File: config.mk
export PLATFORM = sky130hd
export DESIGN_NAME = booth_seq_mult
export DESIGN_NICKNAME = d
export VERILOG_FILES = /design/src/rtl/booth_pkg.sv /design/src/rtl/booth_addsub.sv /design/src/rtl/booth_ctrl.sv /design/src/rtl/booth_datapath.sv /design/src/rtl/booth_seq_mult.sv
export SDC_FILE = /design/constraint.sdc
export NUM_CORES = 1
export LEC_CHECK = 0
export CORE_MARGIN = 2
export CORE_UTILIZATION = 53
export CTS_CLUSTER_DIAMETER = 40
export DETAILED_ROUTE_END_ITERATION = 6
export HOLD_SLACK_MARGIN = 0.15
export PLACE_DENSITY = 0.84
export SETUP_SLACK_MARGIN = 0.1
export SKIP_CTS_REPAIR_TIMING = 1
export SYNTH_ARGS = -nofsm -noshare
export SYNTH_HDL_FRONTEND = slang
export SYNTH_SLANG_ARGS = --single-unit
File: constraint.sdc
create_clock -name clk -period 3.9 [get_ports clk]
set_input_delay 0.585 -clock clk [delete_from_list [all_inputs] [get_ports clk]]
set_output_delay 0.585 -clock clk [all_outputs]
set_load 0.005 [all_outputs]
File: src/rtl/booth_pkg.sv
package booth_pkg;

  typedef enum logic [1:0] {
    ST_IDLE  = 2'd0,
    ST_ARITH = 2'd1,
    ST_SHIFT = 2'd2,
    ST_DONE  = 2'd3
  } booth_state_e;

  typedef struct packed {
    logic load;
    logic add;
    logic sub;
    logic shift;
    logic dc;
  } booth_ctl_t;

endpackage

File: src/rtl/booth_addsub.sv
module booth_addsub #(
  parameter int W = 17
) (
  input  logic [W-1:0] a,
  input  logic [W-1:0] b,
  input  logic         sub,
  output logic [W-1:0] y
);

  logic [W-1:0] b_sel;

  always_comb begin
    b_sel = sub ? ~b : b;
    y     = a + b_sel + W'(sub);
  end

endmodule

File: src/rtl/booth_ctrl.sv
module booth_ctrl
  import booth_pkg::*;
(
  input  logic       clk,
  input  logic       rst_n,
  input  logic       start,
  input  logic       q0,
  input  logic       qm1,
  input  logic       cnt_zero,
  output booth_ctl_t ctl,
  output logic       done
);

  booth_state_e state_q, state_d;

  always_comb begin
    state_d = state_q;
    ctl     = '0;
    done    = 1'b0;
    unique case (state_q)
      ST_IDLE: begin
        if (start) begin
          ctl.load = 1'b1;
          state_d  = ST_ARITH;
        end
      end
      ST_ARITH: begin
        ctl.sub = q0 & ~qm1;
        ctl.add = ~q0 & qm1;
        state_d = ST_SHIFT;
      end
      ST_SHIFT: begin
        ctl.shift = 1'b1;
        ctl.dc    = ~cnt_zero;
        state_d   = cnt_zero ? ST_DONE : ST_ARITH;
      end
      ST_DONE: begin
        done    = 1'b1;
        state_d = ST_IDLE;
      end
      default: state_d = ST_IDLE;
    endcase
  end

  always_ff @(posedge clk or negedge rst_n) begin
    if (!rst_n) state_q <= ST_IDLE;
    else        state_q <= state_d;
  end

endmodule

File: src/rtl/booth_datapath.sv
module booth_datapath
  import booth_pkg::*;
#(
  parameter int WIDTH = 16,
  parameter int CNT_W = 4
) (
  input  logic               clk,
  input  logic               rst_n,
  input  booth_ctl_t         ctl,
  input  logic [WIDTH-1:0]   mcand,
  input  logic [WIDTH-1:0]   mplier,
  output logic               q0,
  output logic               qm1,
  output logic               cnt_zero,
  output logic [2*WIDTH-1:0] product
);

  localparam int AW = WIDTH + 1;

  logic [WIDTH-1:0] m_q, m_d;
  logic [AW-1:0]    acc_q, acc_d;
  logic [WIDTH-1:0] q_q, q_d;
  logic             x_q, x_d;
  logic [CNT_W-1:0] cnt_q, cnt_d;
  logic [AW-1:0]    m_ext, sum;
  logic             reg_en, cnt_en;

  assign m_ext = {m_q[WIDTH-1], m_q};

  booth_addsub #(.W(AW)) u_addsub (
    .a   (acc_q),
    .b   (m_ext),
    .sub (ctl.sub),
    .y   (sum)
  );

  always_comb begin
    m_d   = m_q;
    acc_d = acc_q;
    q_d   = q_q;
    x_d   = x_q;
    cnt_d = cnt_q;
    if (ctl.load) begin
      m_d   = mcand;
      q_d   = mplier;
      acc_d = '0;
      x_d   = 1'b0;
      cnt_d = CNT_W'(WIDTH - 1);
    end
    if (ctl.add || ctl.sub) acc_d = sum;
    if (ctl.shift) begin
      acc_d = {acc_q[AW-1], acc_q[AW-1:1]};
      q_d   = {acc_q[0], q_q[WIDTH-1:1]};
      x_d   = q_q[0];
    end
    if (ctl.dc) cnt_d = cnt_q - 1'b1;
    reg_en = ctl.load | ctl.add | ctl.sub | ctl.shift;
    cnt_en = ctl.load | ctl.dc;
  end

  always_ff @(posedge clk or negedge rst_n) begin
    if (!rst_n) begin
      m_q   <= '0;
      acc_q <= '0;
      q_q   <= '0;
      x_q   <= 1'b0;
    end else if (reg_en) begin
      m_q   <= m_d;
      acc_q <= acc_d;
      q_q   <= q_d;
      x_q   <= x_d;
    end
  end

  always_ff @(posedge clk or negedge rst_n) begin
    if (!rst_n)      cnt_q <= '0;
    else if (cnt_en) cnt_q <= cnt_d;
  end

  assign q0       = q_q[0];
  assign qm1      = x_q;
  assign cnt_zero = (cnt_q == '0);
  assign product  = {acc_q[WIDTH-1:0], q_q};

endmodule

File: src/rtl/booth_seq_mult.sv
module booth_seq_mult
  import booth_pkg::*;
#(
  parameter int WIDTH = 16
) (
  input  logic               clk,
  input  logic               rst_n,
  input  logic               start,
  input  logic [WIDTH-1:0]   mcand,
  input  logic [WIDTH-1:0]   mplier,
  output logic               done,
  output logic [2*WIDTH-1:0] product
);

  localparam int CNT_W = (WIDTH > 2) ? $clog2(WIDTH) : 1;

  booth_ctl_t ctl;
  logic       q0, qm1, cnt_zero;
  logic       load_s, add_s, sub_s, shift_s, dc_s;

  booth_ctrl u_ctrl (
    .clk      (clk),
    .rst_n    (rst_n),
    .start    (start),
    .q0       (q0),
    .qm1      (qm1),
    .cnt_zero (cnt_zero),
    .ctl      (ctl),
    .done     (done)
  );

  booth_datapath #(.WIDTH(WIDTH), .CNT_W(CNT_W)) u_dp (
    .clk      (clk),
    .rst_n    (rst_n),
    .ctl      (ctl),
    .mcand    (mcand),
    .mplier   (mplier),
    .q0       (q0),
    .qm1      (qm1),
    .cnt_zero (cnt_zero),
    .product  (product)
  );

  assign load_s  = ctl.load;
  assign add_s   = ctl.add;
  assign sub_s   = ctl.sub;
  assign shift_s = ctl.shift;
  assign dc_s    = ctl.dc;

endmodule

# ---- Word-level counts from Yosys, hierarchy flattened
# Cells that the tools add are included.
dict set report word_totals {
  ff_bits 56
  elab_cells 55
}
dict set report op_classes {
  n_addsub 3
  n_eq_ne 4
  n_mux 18
  bitwise_logic 11
  n_reduce_logical 12
}
# op n
set op_table {}
lappend op_table {{$mux 17} 3}
lappend op_table {{$mux 16} 3}
lappend op_table {{$add 17x1->17} 1}
lappend op_table {{$add 17x17->17} 1}
lappend op_table {{$not 17->17} 1}
lappend op_table {{$mux 2} 4}
lappend op_table {{$mux 4} 2}
lappend op_table {{$pmux 2 s4} 1}
lappend op_table {{$reduce_and 2->1} 4}
lappend op_table {{$reduce_bool 2->1} 3}
lappend op_table {{$mux 1} 5}
lappend op_table {{$eq 2x2->1 const B} 2}
lappend op_table {{$logic_not 4->1} 1}
lappend op_table {{$not 1->1} 4}
lappend op_table {{$or 1x1->1} 4}
lappend op_table {{$sub 4x1->4 const B} 1}
lappend op_table {{$reduce_and 3->1} 1}
lappend op_table {{$reduce_bool 3->1} 1}
lappend op_table {{$and 1x1->1} 2}
lappend op_table {{$eq 2x1->1 const B} 1}
lappend op_table {{$logic_not 2->1} 1}
lappend op_table {{$ne 2x2->1 const B} 1}
lappend op_table {{$logic_or 1x1->1} 1}

# ---- Depth between registers and ports, before layout
# Gate-level depths: netlist (run 1).
dict set report logic_depth {
  ltp_word 8
  mapped_depth 12
  depth_no_buf 10
}

# ---- Cells and area by module
# A second synthesis (run 1) with hierarchy kept.
dict set report unflattened {
  hier_cells 370
  area_unflattened_um2 3668.5
}
# module instances cells_per_inst area_per_inst_um2 seq_area_each_um2
set modules_own_cells {}
lappend modules_own_cells {booth_datapath 1 223 2552.4 1351.3}
lappend modules_own_cells {booth_addsub 1 135 993.5 0.0}
lappend modules_own_cells {booth_ctrl 1 12 122.6 50.0}

# ---- Worst setup path after synthesis (run 1)
# No wires, ideal clock.
dict set report synth_timing {
  path_type {register to register}
  start {register u_dp.x_q (netlist: u_dp.qm1)}
  end {register u_dp.acc_q[15]}
  setup_ns 0.128
  arrival_time_ns 2.728
  t_required_ns 3.772
  slack_ns 1.044
  path_stages_with_launch 12
  path_buffers 3
  synth_period_minus_slack_ns 2.856
  cell_sequence {dfrtp_1 -> and4bb_1 -> buf_6 -> clkbuf_1 -> xor2_1 -> ha_1 -> clkbuf_1 -> nand2_1 -> o31a_1 -> o311a_1 -> mux2i_1 -> nand2_1}
}
dict set report synth_via {
  elab_chain_cells 8
  elab_cells_between_ends 15
  cone_classes {add/sub (2); mux (4); bitwise (6); reduce/logical (3)}
}
# element line
set synth_lines {}
lappend synth_lines {{start, declared} booth_datapath.sv:23} ;# logic x_q, x_d;
lappend synth_lines {{start signal, assigned} booth_datapath.sv:66} ;# x_q <= 1'b0;
lappend synth_lines {{start signal, assigned} booth_datapath.sv:71} ;# x_q <= x_d;
lappend synth_lines {{$not 1->1} booth_ctrl.sv:28} ;# ctl.sub = q0 & ~qm1;
lappend synth_lines {{$and 1x1->1} booth_ctrl.sv:28}
lappend synth_lines {{$mux 2 *} booth_ctrl.sv:20} ;# unique case (state_q)
lappend synth_lines {{$mux 17} booth_addsub.sv:13} ;# b_sel = sub ? ~b : b;
lappend synth_lines {{$add 17x17->17} booth_addsub.sv:14} ;# y = a + b_sel + W'(sub);
lappend synth_lines {{$add 17x1->17} booth_addsub.sv:14}
lappend synth_lines {{$mux 17} booth_datapath.sv:50} ;# if (ctl.add || ctl.sub) acc_d = sum;
lappend synth_lines {{$mux 16} booth_datapath.sv:51} ;# if (ctl.shift) begin
lappend synth_lines {{end signal, assigned} booth_datapath.sv:64} ;# acc_q <= '0;
lappend synth_lines {{end signal, assigned} booth_datapath.sv:69} ;# acc_q <= acc_d;
lappend synth_lines {{end, declared} booth_datapath.sv:21} ;# logic [AW-1:0] acc_q, acc_d;
# Every way passes the cells marked *; elsewhere a longest branch is shown, timed or not.
# A chain may end at the register's enable or synchronous reset.

# ---- Worst setup path after layout (run 1)
dict set report layout_timing {
  start {register u_dp.x_q (netlist: u_dp.qm1)}
  end {register u_dp.acc_q[11]}
}
# The elaborated chain is that of the path after synthesis.

==> results of run 1 <==
-- final timing paths --
| kind | end | cells after the start | slack, ns |
|---|---|---|---|
| worst min register to register | u_dp.cnt_q[0]$_DFFE_PN0P_ | 1 | 0.51 |
| worst max register to register | u_dp.acc_q[11]$_DFFE_PN0P_ | 9 | 0.59 |
| min in group clk | u_dp.cnt_q[0]$_DFFE_PN0P_ | 1 | 0.51 |
| worst min-delay path | u_dp.q_q[6]$_DFFE_PN0P_ | 1 | 0.28 |
| worst max-delay path | u_dp.acc_q[11]$_DFFE_PN0P_ | 9 | 0.59 |
| max in group asynchronous | u_dp.m_q[15]$_DFFE_PN0P_ | 2 | 2.77 |
-- metal layers --
layer,GRT usage,part of all wire
met4,0.0639,0.013
met2,0.410,0.48
met5,0,0
met1,0.329,0.45
met3,0.0341,0.051
-- synthesized netlist by cell type, types with 3 or more instances --
cell / n / area (um2)
nor2_1: 9 / 33.8
nor3_1: 11 / 55.1
nor2b_1: 21 / 131
xnor2_1: 13 / 114
o21ai_0: 33 / 165
mux2_2: 15 / 169
a211oi_1: 3 / 22.5
nand3_1: 8 / 40.0
nand2_1: 23 / 86.3
ha_1: 19 / 238
buf_2: 5 / 25.0
a21boi_0: 3 / 22.5
clkbuf_1: 16 / 60.1
nand4_1: 3 / 18.8
a22oi_1: 27 / 203
inv_1: 6 / 22.5
buf_1: 3 / 11.3
xor2_1: 17 / 149
buf_4: 17 / 128
a21oi_1: 33 / 165
o211ai_1: 6 / 45.0
dfrtp_1: 56 / 1400
a21o_1: 3 / 22.5
-- cell usage in the layout, fill, tap and decap left out, drive strengths merged, types with 3 or more instances in the layout --
master         instances
a211oi                 4
a21boi                 3
a21o                   3
a21oi                 34
a22oi                 27
buf                   10
clkbuf                 5
clkdlybuf4s50         66
dfrtp                 56
ha                    19
inv                    7
mux2                  15
nand2                 23
nand3                  8
nand4                  3
nor2                   9
nor2b                 21
nor3                  11
o211ai                 6
o21ai                 33
xnor2                 13
xor2                  17
-- power by group through the flow --
stage	logic [mW]	registers [mW]	clock network, mW
after floorplan	1.79	1.06	0
after global placement	2.35	1.11	0
after detailed placement	2.42	1.12	0
after CTS	2.44	1.11	0.410
after global routing	2.72	1.15	0.433
final	2.46	1.11	0.400
-- registers in the layout (all words and copies together), names as in the netlist --
| signal | count |
|---|---|
| u_dp.acc_q | 17 |
| u_dp.m_q | 16 |
| u_dp.q_q | 16 |
| u_dp.cnt_q | 4 |
| u_ctrl.state_q | 2 |
| u_dp.qm1 | 1 |
-- worst max-delay path, stage by stage (launching register included) --
cell and delay, ns:
dfrtp_1 0.42, and4bb_1 0.65, buf_4 0.30, xor2_1 0.09, ha_1 0.45, nand2_1 0.16
or3_1 0.42, o31ai_2 0.41, xnor2_1 0.16, o21ai_0 0.10
-- metrics by stage --
| stage | utilization | power (mW) | instance area (um2) | setup WS [ns] |
|---|---|---|---|---|
| after floorplan | - | 2.84 | 3650 | 1.04 |
| after global placement | 0.633 | 3.46 | 4250 | 0.834 |
| after detailed placement | 0.633 | 3.55 | 4250 | 0.647 |
| after CTS | 0.650 | 3.96 | 4370 | 0.611 |
| after global routing | 0.650 | 4.30 | 4370 | 0.382 |
| final | 0.650 | 3.97 | 4370 | 0.587 |
-- layout make-up --
| class | instances | area, um2 | area share |
|---|---|---|---|
| timing repair buffer | 76 | 733 | 0.168 |
| inverter | 6 | 22.5 | 0.00515 |
| clock buffer | 5 | 68.8 | 0.0158 |
| multi-input combinational | 283 | 2000 | 0.457 |
| tap | 80 | 100 | 0.0229 |
| sequential | 56 | 1400 | 0.321 |
| clock inverter | 3 | 46.3 | 0.0106 |
-- cells by family (layout without fill, tap and decap cells) --
kind of cell	count (synthesis)	after routing	share of synthesized area
buf+inv	48	90	0.0705
mux	17	17	0.0517
compound gates	128	128	0.226
flops	56	56	0.384
simple gates	88	88	0.126
fa+ha+maj	20	20	0.0705
xor+xnor	30	30	0.0719
==> metrics.csv, run 1 <==
stage,metric,value,unit
global_routing,vias in the first global route,3102,
cts,CTS tree,built,
timing,max frequency,0.302,GHz
timing,clock period minus worst slack,3.31,ns
final_layout,fillcell total,556,
yosys,Post-Syn Area,0.00365,mm2
timing,Worst Tran Pin Value,0.868,ns
timing,final slew viol count,0,
global_routing,largest net degree at the start of global routing,31,
placement,# port buffers,67,
power,Pleak,1.81,nW
floorplan,Die ar.,0.00757,mm2
setup_path,crit-path max FO,10,
run,total of max-cap violations,0,
drt,routed vias/inst,6.06,
timing,Max transition margin,0.421,
timing,final period utilization,0.850,
yosys,Post-synth EDFFs,0,
cts,CTS root buf,clkbuf_8,
cts,H-tree depth,2,
power,PwrDens,909,mW/mm2
timing,Hold Worst Slack,0.281,ns
drt,WL final,8800,um
yosys,sequential-to-total area share from yosys stat,0.384,
floorplan,Core Rows,30,
setup_path,origin of the worst setup path,u_dp.qm1$_DFFE_PN0P_,
final_layout,# nets final,483,
placement,DP Cell Count,501,
setup_path,required time of the critical path,4.06,ns
final_layout,Area Growth Syn to Fin,19.6,%
timing,Final Setup Violations,0,
power,Comb pwr share,0.619,
cts,Sink Count,56,
run_status,status,"finished, final reports clean",
final_layout,number of diodes,0,
drt,Iteration-0 DRC Markers,203,
yosys,Synth cell types,54,
timing,RSZ-0062 raised after global routing,no,
floorplan,Ports,68,
drt,router iterations before antenna repair,4,
yosys,syn avg cell area,9.44,um2
yosys,Synth warnings,0,
setup_path,Crit Path Class,flip-flop to flip-flop,
floorplan,y dimension of the die,87.0,um
global_routing,initial antenna violation count,0,
yosys,Synth Register Bits,56,
cts,Max Root-Sink Buffers,2,
power,Clock power frac,0.101,
cts,"Clk Latency, worst-skew pair",0.32,ns
floorplan,Initial Util,0.544,
power,Int Pwr,2.21,mW
power,Net Sw Frac,0.444,
drt,DRC viols,0,
global_routing,all-layer global routing usage,0.243,
global_routing,grt total ovfl,0,
drt,final antenna-violating net count,0,
yosys,Syn Inst Count,387,
timing,clock skew,0.0108,ns
placement,routability cong.,0.932,
setup_path,Worst setup SP type,flip-flop,
drt,Avg WL per Cell,17.3,um
yosys,Main synth FF type,dfrtp_1,
power,Net Sw Power,1.76,mW
power,VDD IR max,0.000486,V
yosys,Syn Nets,442,
floorplan,chip width,87.0,um
min_path,min-delay worst type,primary input to async pin,
yosys,"Async S/R FF share, synth",1.00,
floorplan,core area,0.00672,mm2
final_layout,share of cells above drive strength 1,0.0909,
cts,Worst-path clk slew,0.11,ns
setup_path,Critical Path End Type,flip-flop,
final_layout,Non-Filler Instances,509,
cts,CTS Buf Count,5,
setup_path,RR Startpoint,u_dp.qm1$_DFFE_PN0P_,
placement,dpl hpwl,6280,um
timing,Setup TNS,0,ns
setup_path,crit path DAT,3.47,ns
drt,DR vias,3085,
timing,Final Hold Viols,0,
global_routing,first-pass GRT wire length,14700,um
power,Reg power frac,0.281,
No activity file was read; power rests on OpenSTA's default activity.
==> inputs of run 2 (changes only) <==
clock period = 3.3 ns   (was 3.9 ns; I/O delays follow)
==> run 2 against run 1 <==
  * Fmax up 12%
  * Setup slack worse by 0.23 ns
  * Register-to-register slack got worse by 0.23 ns
  * Flip-flop and latch count unchanged
  * Critical endpoint is now u_dp.acc_q[14]$_DFFE_PN0P_
  * Highest routed layer unchanged
==> metrics.csv, run 2 (synthesis gave the netlist of run 1 again) <==
stage,metric,value,unit,change
final_layout,"most common cell after layout, fill and taps aside",clkdlybuf4s50_1,,unchanged
placement,routability cong.,0.965,,was 0.932
cts,"Clk Latency, worst-skew pair",0.32,ns,about the same
drt,DRC viols,0,,unchanged
timing,Hold Worst Slack,0.148,ns,was 0.281 ns
setup_path,origin of the worst setup path,u_dp.qm1$_DFFE_PN0P_,,unchanged
drt,final antenna-violating net count,0,,unchanged
final_layout,most flop-heavy register,u_dp.acc_q,,unchanged
global_routing,largest net degree at the start of global routing,34,,was 31
floorplan,Core Rows,30,,unchanged
global_routing,grt total ovfl,0,,unchanged
drt,Avg WL per Cell,16.3,um,was 17.3 um
final_layout,Regs by FF count,"u_dp.acc_q: 17 flops, u_dp.m_q: 16 flops, u_dp.q_q: 16 flops",,unchanged
final_layout,Area Growth Syn to Fin,19.6,%,about the same
timing,clock period minus worst slack,2.95,ns,was 3.31 ns
timing,final slew viol count,0,,unchanged
timing,final period utilization,0.893,,was 0.850
placement,DP Cell Count,504,,was 501
placement,dpl hpwl,6080,um,was 6280 um
cts,Sink Count,56,,unchanged
setup_path,Critical Path End Type,flip-flop,,unchanged
placement,placed cell areas,0.00428,mm2,was 0.00425 mm2
timing,Setup TNS,0,ns,unchanged
setup_path,required time of the critical path,3.47,ns,was 4.06 ns
global_routing,all-layer global routing usage,0.229,,was 0.243
final_layout,register area,0.00140,mm2,unchanged
placement,dpl ws,0.380,ns,was 0.647 ns
cts,Worst-path clk slew,0.12,ns,was 0.11 ns
timing,Final Setup Violations,0,,unchanged
cts,Max Root-Sink Buffers,2,,unchanged
floorplan,core area,0.00672,mm2,unchanged
final_layout,Non-Filler Instances,512,,was 509
setup_path,CP max-delay cell,dfrtp_1,,was and4bb_1
cts,CTS Buf Count,5,,unchanged
setup_path,Worst path depth,10,,was 9
placement,# port buffers,67,,unchanged
drt,WL final,8330,um,was 8800 um
final_layout,final non-filler cell area,0.00437,mm2,about the same
drt,routed vias/inst,5.99,,was 6.06
timing,Max transition margin,0.436,,was 0.421
timing,max frequency,0.339,GHz,was 0.302 GHz
setup_path,RR Startpoint,u_dp.qm1$_DFFE_PN0P_,,unchanged
global_routing,vias in the first global route,3075,,was 3102
final_layout,# nets final,486,,was 483
setup_path,crit path to,u_dp.acc_q[14]$_DFFE_PN0P_,,was u_dp.acc_q[11]$_DFFE_PN0P_
floorplan,Die ar.,0.00757,mm2,unchanged
setup_path,crit-path max FO,13,,was 10
timing,clock skew,0.0139,ns,was 0.0108 ns
setup_path,reg2reg path depth,10,,was 9
timing,Final Hold Viols,0,,unchanged
final_layout,utilization after layout,0.650,,about the same
drt,router iterations before antenna repair,4,,unchanged
setup_path,sum of buffers and inverters on the critical path,1,,unchanged
final_layout,share of cells above drive strength 1,0.0972,,was 0.0909
setup_path,crit path DAT,3.11,ns,was 3.47 ns
run_status,status,"finished, final reports clean",,unchanged
min_path,min-delay worst type,primary input to async pin,,unchanged
cts,CTS tree,built,,unchanged
final_layout,number of diodes,0,,unchanged
final_layout,area occupied by multi-input gates,0.00200,mm2,unchanged
setup_path,worst r2r dst,u_dp.acc_q[14]$_DFFE_PN0P_,,was u_dp.acc_q[11]$_DFFE_PN0P_
floorplan,y dimension of the die,87.0,um,unchanged
floorplan,Initial Util,0.544,,unchanged
power,"Power, Total",4.60,mW,was 3.97 mW
drt,Iteration-0 DRC Markers,179,,was 203
setup_path,CP top delay family,compound AO/OA/AOI/OAI gates,,was simple AND/OR/NAND/NOR gates
drt,DR vias,3065,,was 3085
setup_path,CP Cell Sequence,"and4bb_1, buf_4, xor2_1, ha_1, a211oi_1, o211ai_1, a31oi_1, a22oi_1, xnor2_1, o21ai_0",,"was and4bb_1, buf_4, xor2_1, ha_1, nand2_1, or3_1, o31ai_2, xnor2_1, o21ai_0"
power,VDD IR max,0.000521,V,was 0.000486 V
setup_path,Worst setup SP type,flip-flop,,unchanged
setup_path,max incr delay on CP,0.42,ns,was 0.65 ns
timing,Worst Tran Pin Value,0.846,ns,was 0.868 ns
final_layout,"commonest cells after routing, fill and taps aside","66 x clkdlybuf4s50_1, 56 x dfrtp_1, 33 x o21ai_0, 33 x a21oi_1, 27 x a22oi_1",,unchanged
power,PwrDens,1050,mW/mm2,was 909 mW/mm2
floorplan,chip width,87.0,um,unchanged
global_routing,initial antenna violation count,0,,unchanged
floorplan,Ports,68,,unchanged
power,Pleak,1.82,nW,was 1.81 nW
global_routing,first-pass GRT wire length,14100,um,was 14700 um
final_layout,fillcell total,539,,was 556
setup_path,Crit Path Class,flip-flop to flip-flop,,unchanged
cts,CTS root buf,clkbuf_8,,unchanged
cts,H-tree depth,2,,unchanged
final_layout,max reg flops,17,,unchanged
timing,RSZ-0062 raised after global routing,no,,unchanged
setup_path,R2R Setup Slk,0.35,ns,was 0.59 ns
run,total of max-cap violations,0,,unchanged
timing,fin worst setup slack,0.353,ns,was 0.587 ns
[run 2: cell types whose count changed in the layout (fill, tap and decap cells not counted)]
| cell | delta |
|---|---|
| clkinvlp_4 | -1 |
| bufinv_16 | -1 |
| clkinv_4 | +1 |
| buf_4 | +3 |
| clkinv_2 | +1 |
[run 2: worst min-delay path by stage]
stage / startpoint / slack, ns / cells past startpoint / endpoint
after detailed placement: u_dp.cnt_q[0]$_DFFE_PN0P_ / 0.51 / 1 / u_dp.cnt_q[0]$_DFFE_PN0P_
final: rst_n / 0.15 / 1 / u_dp.q_q[10]$_DFFE_PN0P_
after global routing: rst_n / 0.19 / 1 / u_dp.q_q[10]$_DFFE_PN0P_
after floorplan: rst_n / 0.20 / 0 / u_ctrl.state_q[0]$_DFFE_PN0P_
after CTS: rst_n / 0.17 / 1 / u_dp.q_q[10]$_DFFE_PN0P_
after global placement: u_dp.cnt_q[0]$_DFFE_PN0P_ / 0.49 / 1 / u_dp.cnt_q[0]$_DFFE_PN0P_
[run 2: where the power goes]
group | leakage [nW] | internal, mW | switching, mW
combinational | 1.09 | 1.39 | 1.51
sequential | 0.679 | 1.00 | 0.302
clock | 0.0485 | 0.153 | 0.239
[run 2: per-layer routing]
metal	vias to the layer above	routed length (um)	track usage
met1	1458	3690	0.309
met3	14	559	0.0360
met4	0	134	0.0767
met5	-	0	0
met2	115	3950	0.377
li1	1478	-	-
[run 2: area by class of cell]
class,instances,area share
clock inverter,3,0.00516
multi-input combinational,283,0.457
tap,80,0.0229
clock buffer,5,0.0158
sequential,56,0.321
inverter,6,0.00516
timing repair buffer,79,0.173
==> inputs of run 3 (changes only) <==
CELL_PAD_IN_SITES_DETAIL_PLACEMENT = 1   (was not set)
CELL_PAD_IN_SITES_GLOBAL_PLACEMENT = 2   (was not set)
CORE_MARGIN = 1   (was 2)
CORE_UTILIZATION = 32   (was 53)
PLACE_DENSITY = 0.82   (was 0.84)
==> run 3 against run 2 <==
  * Clock skew down 0.0061 ns
  * Count of clock-buffer cells in the layout up 1
  * Clock power up 52%
  * Die area up 56%
  * Routed wire length up 17%
  * Combinational power up 2%
  * Sequential power about the same
  * Largest cell class unchanged
==> metrics.csv, run 3 (synthesis gave the netlist of run 1 again) <==
stage,metric,value,unit,change
timing,Setup TNS,0,ns,unchanged
cts,Worst-path clk slew,0.07,ns,was 0.12 ns
final_layout,area occupied by multi-input gates,0.00201,mm2,was 0.00200 mm2
drt,final antenna-violating net count,0,,unchanged
drt,WL final,9780,um,was 8330 um
cts,H-tree depth,2,,unchanged
global_routing,grt met3 use,0.0251,,was 0.0360
timing,Max transition margin,0.405,,was 0.436
placement,dpl hpwl,7120,um,was 6080 um
cts,"Clk Latency, worst-skew pair",0.29,ns,was 0.32 ns
run_status,status,"finished, final reports clean",,unchanged
cts,CTS tree,built,,unchanged
drt,DR vias,3081,,was 3065
floorplan,Die ar.,0.0118,mm2,was 0.00757 mm2
min_path,min-delay worst type,primary input to async pin,,unchanged
final_layout,max reg flops,17,,unchanged
placement,routability cong.,0.876,,was 0.965
final_layout,Regs by FF count,"u_dp.acc_q: 17 flops, u_dp.m_q: 16 flops, u_dp.q_q: 16 flops",,unchanged
setup_path,worst r2r dst,u_dp.acc_q[14]$_DFFE_PN0P_,,unchanged
setup_path,Worst setup SP type,flip-flop,,unchanged
setup_path,origin of the worst setup path,u_dp.qm1$_DFFE_PN0P_,,unchanged
final_layout,"commonest cells after routing, fill and taps aside","66 x clkdlybuf4s50_1, 56 x dfrtp_1, 33 x o21ai_0, 33 x a21oi_1, 27 x a22oi_1",,unchanged
final_layout,Area Growth Syn to Fin,23.8,%,was 19.6%
cts,Sink Count,56,,unchanged
global_routing,all-layer global routing usage,0.173,,was 0.229
setup_path,max incr delay on CP,0.40,ns,was 0.42 ns
floorplan,Ports,68,,unchanged
final_layout,share of cells above drive strength 1,0.0995,,was 0.0972
global_routing,largest net degree at the start of global routing,38,,was 34
timing,max frequency,0.337,GHz,was 0.339 GHz
global_routing,vias in the first global route,3208,,was 3075
timing,Hold Worst Slack,0.176,ns,was 0.148 ns
setup_path,crit-path max FO,16,,was 13
cts,CTS root buf,clkbuf_16,,was clkbuf_8
power,PwrDens,1080,mW/mm2,was 1050 mW/mm2
setup_path,Critical Path End Type,flip-flop,,unchanged
drt,Iteration-0 DRC Markers,109,,was 179
run,total of max-cap violations,0,,unchanged
setup_path,sum of buffers and inverters on the critical path,1,,unchanged
timing,Final Hold Viols,0,,unchanged
global_routing,grt total ovfl,0,,unchanged
floorplan,Core Rows,38,,was 30
drt,routed vias/inst,5.39,,was 5.99
final_layout,most flop-heavy register,u_dp.acc_q,,unchanged
setup_path,Crit Path Class,flip-flop to flip-flop,,unchanged
timing,final slew viol count,0,,unchanged
power,VDD IR max,0.000397,V,was 0.000521 V
setup_path,required time of the critical path,3.43,ns,was 3.47 ns
setup_path,CP max-delay cell,dfrtp_1,,unchanged
final_layout,# nets final,486,,unchanged
floorplan,chip width,109,um,was 87.0 um
power,Pleak,1.85,nW,was 1.82 nW
timing,clock skew,0.00781,ns,was 0.0139 ns
timing,final period utilization,0.899,,was 0.893
final_layout,"most common cell after layout, fill and taps aside",clkdlybuf4s50_1,,unchanged
timing,RSZ-0062 raised after global routing,no,,unchanged
floorplan,Initial Util,0.333,,was 0.544
floorplan,core area,0.0110,mm2,was 0.00672 mm2
drt,router iterations before antenna repair,4,,unchanged
timing,clock period minus worst slack,2.97,ns,was 2.95 ns
drt,Avg WL per Cell,17.1,um,was 16.3 um
global_routing,first-pass GRT wire length,16000,um,was 14100 um
placement,# port buffers,67,,unchanged
global_routing,global route hottest layer,met2,,unchanged
setup_path,RR Startpoint,u_dp.qm1$_DFFE_PN0P_,,unchanged
setup_path,R2R Setup Slk,0.33,ns,was 0.35 ns
global_routing,initial antenna violation count,0,,unchanged
cts,CTS Buf Count,5,,unchanged
final_layout,register area,0.00140,mm2,unchanged
setup_path,crit path DAT,3.10,ns,was 3.11 ns
timing,Worst Tran Pin Value,0.892,ns,was 0.846 ns
drt,DRC viols,0,,unchanged
timing,Final Setup Violations,0,,unchanged
final_layout,utilization after layout,0.412,,was 0.650
setup_path,CP top delay family,compound AO/OA/AOI/OAI gates,,unchanged
final_layout,number of diodes,0,,unchanged
setup_path,CP Cell Sequence,"and4bb_1, buf_4, xor2_1, ha_1, a211oi_1, o211ai_1, a31oi_2, a22oi_1, xnor2_1, o21ai_0",,"was and4bb_1, buf_4, xor2_1, ha_1, a211oi_1, o211ai_1, a31oi_1, a22oi_1, xnor2_1, o21ai_0"
cts,Max Root-Sink Buffers,2,,unchanged
global_routing,grt met2 use,0.297,,was 0.377
setup_path,reg2reg path depth,10,,unchanged
final_layout,fillcell total,1272,,was 539
floorplan,y dimension of the die,109,um,was 87.0 um
global_routing,met1 Use GR,0.229,,was 0.309
## run 3: power breakdown
| group | leakage, nW | total, mW | internal, mW | switching [mW] |
|---|---|---|---|---|
| combinational | 1.09 | 2.97 | 1.41 | 1.57 |
| sequential | 0.679 | 1.31 | 1.01 | 0.302 |
| clock | 0.0808 | 0.595 | 0.358 | 0.238 |
| total | 1.85 | 4.87 | 2.77 | 2.11 |
## run 3: final cells by class
class,count,area share
Timing Repair Buffer,79,0.167
Tap cell,140,0.0387
Multi-Input combinational cell,283,0.443
Clock inverter,2,0.00774
Sequential cell,56,0.310
Clock buffer,6,0.0285
Inverter,6,0.00498
## run 3: through the flow
stage / cells / power (mW) / instance area [um2] / worst slack, ns
CTS: 572 / 4.92 / 4520 / 0.288
detailed placement: 564 / 4.28 / 4350 / 0.326
floorplan: 387 / 3.36 / 3650 / 0.444
global route: 572 / 5.31 / 4520 / 0.151
finish: 572 / 4.87 / 4520 / 0.334
global placement: 564 / 4.20 / 4350 / 0.477
## run 3: per-layer routing
metal  up-vias  part of all wire  wire, um
met5         -                 0         0
met4         0             0.012       115
met2        79              0.48      4690
met1      1519              0.47      4600
li1       1476                 -         -
met3         7             0.039       380
## run 3: worst max path at each step
stage | to | slack, ns | cells after the start
floorplan | u_dp.acc_q[15]$_DFFE_PN0P_ | 0.44 | 11
global placement | u_dp.acc_q[14]$_DFFE_PN0P_ | 0.48 | 10
CTS | u_dp.acc_q[14]$_DFFE_PN0P_ | 0.29 | 10
global route | u_dp.acc_q[14]$_DFFE_PN0P_ | 0.15 | 10
finish | u_dp.acc_q[14]$_DFFE_PN0P_ | 0.33 | 10
detailed placement | u_dp.acc_q[14]$_DFFE_PN0P_ | 0.33 | 10
